File: src/rtl/can_samp_pkg.sv
package can_samp_pkg;

    localparam int CFG_W        = 12;
    localparam int TIME_W       = 20;
    localparam int STUFF_RUN    = 5;
    localparam int DEF_CLK_HZ   = 50_000_000;
    localparam int DEF_BITRATE  = 1_000_000;
    localparam int DEF_SP_PCT   = 70;
    localparam int DEF_BIT_CYCLES = DEF_CLK_HZ / DEF_BITRATE;

    typedef enum logic {
        TMR_IDLE = 1'b0,
        TMR_RUN  = 1'b1
    } tmr_state_e;

    // one raw sample offered to the destuffer
    typedef struct packed {
        logic vld;
        logic val;
    } raw_smp_t;

    // registered result of one sample
    typedef struct packed {
        logic frame_vld;
        logic frame_val;
        logic stuff_vld;
        logic stuff_val;
        logic stuff_err;
    } dstf_out_t;

    function automatic logic [CFG_W-1:0] pct_to_cycles(input logic [CFG_W-1:0] bw,
                                                       input int unsigned pct);
        int unsigned prod;
        prod = int'(bw) * pct;
        return CFG_W'(prod / 100);
    endfunction

endpackage

File: src/rtl/can_bit_timer.sv
module can_bit_timer
    import can_samp_pkg::*;
#(
    parameter int P_CFG_W  = CFG_W,
    parameter int P_TIME_W = TIME_W
) (
    input  logic               clk,
    input  logic               rst,
    input  logic               restart_i,
    input  logic               rx_i,
    input  logic [P_CFG_W-1:0] bit_cycles_i,
    input  logic [P_CFG_W-1:0] sample_off_i,
    output raw_smp_t           smp_o
);

    tmr_state_e          state_q;
    logic [P_TIME_W-1:0] cnt_q;
    logic [P_TIME_W-1:0] tgt_q;
    logic                hit;

    // absolute target: reference + n*width + offset, no resync
    assign hit       = (state_q == TMR_RUN) && (cnt_q == tgt_q) && !restart_i;
    assign smp_o.vld = hit;
    assign smp_o.val = rx_i;

    always_ff @(posedge clk) begin
        if (rst || restart_i) begin
            state_q <= TMR_IDLE;
            cnt_q   <= '0;
            tgt_q   <= '0;
        end else begin
            case (state_q)
                TMR_IDLE: begin
                    if (!rx_i) begin
                        state_q <= TMR_RUN;
                        cnt_q   <= P_TIME_W'(1);
                        tgt_q   <= P_TIME_W'(sample_off_i);
                    end
                end
                default: begin
                    cnt_q <= cnt_q + 1'b1;
                    if (hit)
                        tgt_q <= tgt_q + P_TIME_W'(bit_cycles_i);
                end
            endcase
        end
    end

    // a dominant level while idle starts the frame timer
    assert_sof_start_R1: assert property (@(posedge clk) disable iff (rst)
        (state_q == TMR_IDLE && !rx_i && !restart_i) |=> (state_q == TMR_RUN && cnt_q == P_TIME_W'(1)));

    // two sample strobes never sit back to back when a bit spans several cycles
    assert_strobe_spacing_R2: assert property (@(posedge clk) disable iff (rst)
        (smp_o.vld && bit_cycles_i > P_CFG_W'(1)) |=> !smp_o.vld);

endmodule

File: src/rtl/can_destuffer.sv
module can_destuffer
    import can_samp_pkg::*;
#(
    parameter int P_STUFF_RUN = STUFF_RUN
) (
    input  logic      clk,
    input  logic      rst,
    input  logic      restart_i,
    input  logic      crc_end_i,
    input  raw_smp_t  smp_i,
    output dstf_out_t out_o
);

    localparam int RUN_W = $clog2(P_STUFF_RUN + 1);

    logic [RUN_W-1:0] run_q;
    logic             last_q;
    logic             off_q;
    dstf_out_t        out_q;
    dstf_out_t        out_d;

    logic at_limit, stuff_on, same, is_stuff, is_err;
    logic [RUN_W-1:0] run_d;
    logic             last_d;

    assign at_limit = (run_q == RUN_W'(P_STUFF_RUN));
    assign stuff_on = !off_q && !crc_end_i;
    assign same     = (run_q != '0) && (smp_i.val == last_q);
    assign is_stuff = smp_i.vld && stuff_on && at_limit && !same;
    assign is_err   = smp_i.vld && stuff_on && at_limit && same;

    always_comb begin
        run_d  = run_q;
        last_d = last_q;
        if (smp_i.vld) begin
            last_d = smp_i.val;
            if (is_stuff || is_err)
                run_d = RUN_W'(1);
            else if (same)
                run_d = at_limit ? run_q : run_q + 1'b1;
            else
                run_d = RUN_W'(1);
        end
        out_d.frame_vld = smp_i.vld && !is_stuff && !is_err;
        out_d.frame_val = smp_i.val;
        out_d.stuff_vld = is_stuff;
        out_d.stuff_val = smp_i.val;
        out_d.stuff_err = is_err;
    end

    always_ff @(posedge clk) begin
        if (rst || restart_i) begin
            run_q  <= '0;
            last_q <= 1'b1;
            off_q  <= 1'b0;
            out_q  <= '0;
        end else begin
            run_q  <= run_d;
            last_q <= last_d;
            off_q  <= off_q || crc_end_i;
            out_q  <= out_d;
        end
    end

    assign out_o = out_q;

    // the three strobes are mutually exclusive
    assert_one_strobe_R10: assert property (@(posedge clk) disable iff (rst)
        $onehot0({out_q.frame_vld, out_q.stuff_vld, out_q.stuff_err}));

    // once stuffing is off, no stuff or error strobe until restart
    assert_stuff_off_sticky_R8: assert property (@(posedge clk) disable iff (rst)
        (off_q && !restart_i) |=> (off_q && !out_q.stuff_vld && !out_q.stuff_err));

    // an error strobe only follows a full run
    assert_err_after_run_R7: assert property (@(posedge clk) disable iff (rst)
        out_q.stuff_err |-> ($past(run_q) == RUN_W'(P_STUFF_RUN)));

    // restart clears the history and silences the outputs
    assert_restart_clear_R9: assert property (@(posedge clk) disable iff (rst)
        restart_i |=> (run_q == '0 && !off_q && !out_q.frame_vld && !out_q.stuff_vld));

endmodule

File: src/rtl/can_bit_sampler.sv
module can_bit_sampler
    import can_samp_pkg::*;
#(
    parameter int P_CFG_W     = CFG_W,
    parameter int P_TIME_W    = TIME_W,
    parameter int P_STUFF_RUN = STUFF_RUN
) (
    input  logic               clk,
    input  logic               rst,
    input  logic               rx_i,
    input  logic [P_CFG_W-1:0] bit_cycles_i,
    input  logic [P_CFG_W-1:0] sample_off_i,
    input  logic               crc_end_i,
    input  logic               restart_i,
    output logic               frame_bit_vld_o,
    output logic               frame_bit_o,
    output logic               stuff_vld_o,
    output logic               stuff_bit_o,
    output logic               stuff_err_o
);

    raw_smp_t  smp;
    dstf_out_t dout;

    can_bit_timer #(
        .P_CFG_W  (P_CFG_W),
        .P_TIME_W (P_TIME_W)
    ) u_timer (
        .clk          (clk),
        .rst          (rst),
        .restart_i    (restart_i),
        .rx_i         (rx_i),
        .bit_cycles_i (bit_cycles_i),
        .sample_off_i (sample_off_i),
        .smp_o        (smp)
    );

    can_destuffer #(
        .P_STUFF_RUN (P_STUFF_RUN)
    ) u_destuff (
        .clk       (clk),
        .rst       (rst),
        .restart_i (restart_i),
        .crc_end_i (crc_end_i),
        .smp_i     (smp),
        .out_o     (dout)
    );

    assign frame_bit_vld_o = dout.frame_vld;
    assign frame_bit_o     = dout.frame_val;
    assign stuff_vld_o     = dout.stuff_vld;
    assign stuff_bit_o     = dout.stuff_val;
    assign stuff_err_o     = dout.stuff_err;

    // every output strobe is the registered result of a timer sample one cycle earlier
    assert_out_follows_sample_R2: assert property (@(posedge clk) disable iff (rst)
        (frame_bit_vld_o || stuff_vld_o || stuff_err_o) |-> $past(smp.vld));

endmodule

File: config.mk
export PLATFORM = sky130hd
export DESIGN_NAME = can_bit_sampler
export DESIGN_NICKNAME = d
export VERILOG_FILES = /design/src/rtl/can_samp_pkg.sv /design/src/rtl/can_bit_timer.sv /design/src/rtl/can_destuffer.sv /design/src/rtl/can_bit_sampler.sv
export SDC_FILE = /design/constraint.sdc
export NUM_CORES = 1
export LEC_CHECK = 0
export BUFFER_PORTS_ARGS = -buffer_cell sky130_fd_sc_hd__buf_2
export CAP_MARGIN = 20
export CORE_MARGIN = 3
export CORE_UTILIZATION = 50
export CTS_CLUSTER_DIAMETER = 50
export CTS_CLUSTER_SIZE = 30
export DETAILED_ROUTE_END_ITERATION = 10
export GPL_TIMING_DRIVEN = 0
export PLACE_DENSITY = 0.77
export SKIP_LAST_GASP = 1
export SYNTH_ARGS = -nofsm -noshare
export SYNTH_HDL_FRONTEND = slang
export SYNTH_SLANG_ARGS = --single-unit
File: constraint.sdc
create_clock -name clk -period 2.3 [get_ports clk]
set_input_delay 0.23 -clock clk [delete_from_list [all_inputs] [get_ports clk]]
set_output_delay 0.23 -clock clk [all_outputs]
set_load 0.02 [all_outputs]
==> impl_metrics.py <==
metrics = {
    "route": {
        "dr.first_iter.drc_count": 175,
        "per_cell_routed_wire_length_um": 15.9,
        "totalWireLength_um": 7960,
        "viasPerCell": 5.88,
        "via_count": 2952,
        "drt_pass1_iterations": 5,
        "drcViolationCount": 0,
        "route.antenna.remaining_nets": 0,
    },
    "logic_synthesis": {
        "synth_ff_type": "dfxtp_1",
        "syn-mean-instance-area_um2": 8.19,
        "yosys-top-cells-count": "50 x dfxtp_1, 42 x nand2_1, 39 x nor2_1",
        "synth.lib_cells_used.distinct": 52,
        "synth_async_sr_flop_share": 0,
        "compound_gate_fraction_of_synth_area": 0.181,
        "syn_inst": 379,
        "most_frequent_cell_after_synthesis": "dfxtp_1",
        "synthAdderAreaFrac": 0.0710,
        "synth_xor_area_frac": 0.0734,
        "synth_mux_area_frac": 0.0609,
        "mappedNetlistArea_um2": 3100,
        "ys_ff_latch": 50,
        "synthesis.yosys.warnings": 0,
        "synth_top_family_by_area": "simple AND/OR/NAND/NOR gates",
        "synth.largest_area_cell": "dfxtp_1",
        "synth_top_cell_area_share": 0.323,
        "yosysSeqAreaShare": 0.323,
        "synth-simple-area-share": 0.258,
        "synth_fp_nets": 425,
        "synth-edff-count": 0,
        "ys_top_cells_by_area": "dfxtp_1 32%, ha_1 6.5%, nand2_1 5.1%, xnor2_1 5.1%, nor2_1 4.7%",
    },
    "die": {
        "die_x_um": 84.8,
        "die_area_um2": 7190,
        "fp-row-count": 28,
        "boundaryPins": 34,
        "die_height_um": 84.8,
        "core_area_um2": 5960,
        "initial_core_util": 0.521,
    },
    "setup_path": {
        "critical_path_required_ps": 2530,
        "delay_of_the_slowest_cell_on_the_worst_path_ps": 470,
        "setup.worst_path.class": "register to register",
        "critical_path.top_delay_family": "compound AO/OA/AOI/OAI gates",
        "cp-start-kind": "register",
        "timing.critical_path.buf_inv": 1,
        "timing.critical_path.arrival_ps": 2540,
        "critical_path.slowest_cell": "or4_1",
        "cp_cell_sequence": "ha_4 > inv_2 > fa_2 > nor2b_2 > o31a_1 > o31ai_4 > o21a_2 > or4_1 > a21oi_1",
        "critPathMaxFanout": 5,
        "cp-end-kind": "register",
    },
    "cts": {
        "cts_tree": "yes",
        "worst_skew_pair_latency_ps": 300,
        "clk_pin_slew_worst_paths_ps": 90,
        "tritoncts_num_sinks": 50,
        "cts-htree-levels": 2,
        "post_cts_hold_buffer_count": 0,
        "clockBufferDepth": 2,
        "clockRootBuffer": "clkbuf_8",
        "numCtsBuffers": 5,
    },
    "pwr": {
        "switching_share_of_power": 0.268,
        "internal-power_mw": 1.33,
        "irDropWorstVdd_mv": 0.269,
        "net-switching-power_mw": 0.486,
        "comb_power_share": 0.170,
        "design_power_total_mw": 1.82,
        "power_frac_seq": 0.494,
        "total_leakage_power_nw": 1.36,
        "pwr_density_cell_nw_per_um2": 496,
        "share_clk_of_total_power": 0.336,
    },
    "cells_and_area": {
        "num-nets-final": 472,
        "antenna-diode-count": 0,
        "final_util": 0.615,
        "area_delta_synth_final_pct": 18.1,
        "postLayoutCellArea_um2": 3660,
        "fin_cells": 502,
        "fraction_of_layout_instances_using_a_drive_strength_above_1": 0.211,
    },
    "place": {
        "post-place-ws_ps": -288,
        "place_hpwl_um": 5790,
        "placedCellCount": 486,
        "port-buffer-count": 32,
        "place.gp.congestion": 0.931,
        "detailed_place.area_um2": 3360,
    },
    "grt": {
        "pin_count_of_the_biggest_net_entering_global_routing": 16,
        "antenna_found_initial": 0,
        "groute.layer.met2.usage": 0.391,
        "globalRoute.busiestLayer": "met2",
        "use_met3": 0.0393,
        "grt_overflow_total": 0,
        "grt_first_pass_wirelength_um": 13100,
        "grt.met1_usage": 0.279,
        "grt_usage": 0.224,
        "grt_pass1_vias": 2789,
    },
    "timing": {
        "fin_crit_sh": 1.00,
        "max_slew_margin": 0.562,
        "whs_ps": 194,
        "setup_tns_ps": -5.50,
        "grt_setup_unrepaired": "yes",
        "timing.clock.skew_ps": 6.59,
        "achievable-frequency_mhz": 434,
        "timing.final.ws_setup_ps": -5.50,
        "final_max_slew_viol_count": 0,
        "fin_crit_ps": 2310,
        "max_slew.worst_pin.slew_ps": 654,
        "finish_stage_setup_viols": 1,
        "hold_viol": 0,
    },
    "worst_hold_path": {
        "min-delay-path-class": "input port to register",
    },
    "outcome": {
        "run_status": "finished, violations left",
        "violated_checks": "negative setup slack",
    },
    "run": {
        "cap_violations": 0,
    },
}
## power by group through the flow
stage / registers, mW / clock network, mW / logic, mW
2_1_floorplan: 0.911 / 0 / 0.190
3_3_place_gp: 0.915 / 0 / 0.260
3_5_place_dp: 0.916 / 0 / 0.267
4_1_cts: 0.897 / 0.617 / 0.294
5_1_grt: 0.899 / 0.650 / 0.342
6_report: 0.897 / 0.611 / 0.308
## worst min-delay path: stages
cell	delay (ps)
buf_2	70
nor2_1	80
nor2_1	80
## path summary, 6_finish.rpt
kind	startpoint	end	slack, ps	depth (start not counted)
worst max-delay path	u_timer.tgt_q[0]	u_timer.tgt_q[12]	-6	9
worst min-delay path	crc_end_i	u_destuff.off_q	190	3
worst max register to register	u_timer.tgt_q[0]	u_timer.tgt_q[12]	-6	9
worst min register to register	u_destuff.last_q	u_destuff.last_q	490	2
## layout make-up
class | count | area [µm²]
buffer | 13 | 56.3
clock buffer | 5 | 68.8
clock inverter | 3 | 40.0
fill | 543 | 2290
inverter | 11 | 41.3
multi-input combinational | 303 | 2120
sequential | 50 | 1010
tap | 75 | 93.8
timing repair buffer | 42 | 235
## kinds of logic after synthesis
family,after synthesis
simple gates,157
buf+inv,26
compound gates,85
mux,18
fa+ha+maj,17
flops,50
xor+xnor,26
## sequential cells by signal (all words and copies together) (netlist names)
signal,flops
u_timer.state_q,1
u_destuff.last_q,1
u_destuff.out_o,4
u_timer.tgt_q,20
u_destuff.run_q,3
u_destuff.off_q,1
u_timer.cnt_q,20
## repair_timing
| item | 4_1_cts | 5_1_grt |
|---|---|---|
| endpoints found under the setup margin | 12 | 17 |
| cloned | 0 | 0 |
| resized for setup | 16 | 16 |
| pin swaps | 4 | 2 |
| setup buffers | 9 | 3 |
## cell usage in the layout (no fill, tap or decap), types with 3 or more instances in the layout
cell type and n:
clkbuf_1 7, buf_4 11, dfxtp_2 6, o211ai_1 4
inv_1 9, nor4_1 3, a21oi_1 25, nor3_1 6
or3_1 7, o31ai_1 4, or2_2 3, a311oi_1 4
ha_4 5, a21o_1 3, and2_1 3, or4_1 4
nand4_1 10, xor2_1 8, a211oi_1 11, o21ai_0 10
nor2b_1 3, xnor2_1 17, buf_2 35, o21a_1 7
and3_1 11, nor2_1 39, mux2i_1 11, mux2_2 6
nand2_1 42, ha_1 11, clkbuf_8 5, nand3_1 15
dfxtp_1 44
## layer usage
| layer | share of wire | vias to the layer above |
|---|---|---|
| li1 | - | 1469 |
| met1 | 0.44 | 1398 |
| met2 | 0.50 | 70 |
| met3 | 0.041 | 15 |
| met4 | 0.016 | 0 |
| met5 | 0 | - |
Note: power is estimated with default switching activity, not from simulation.
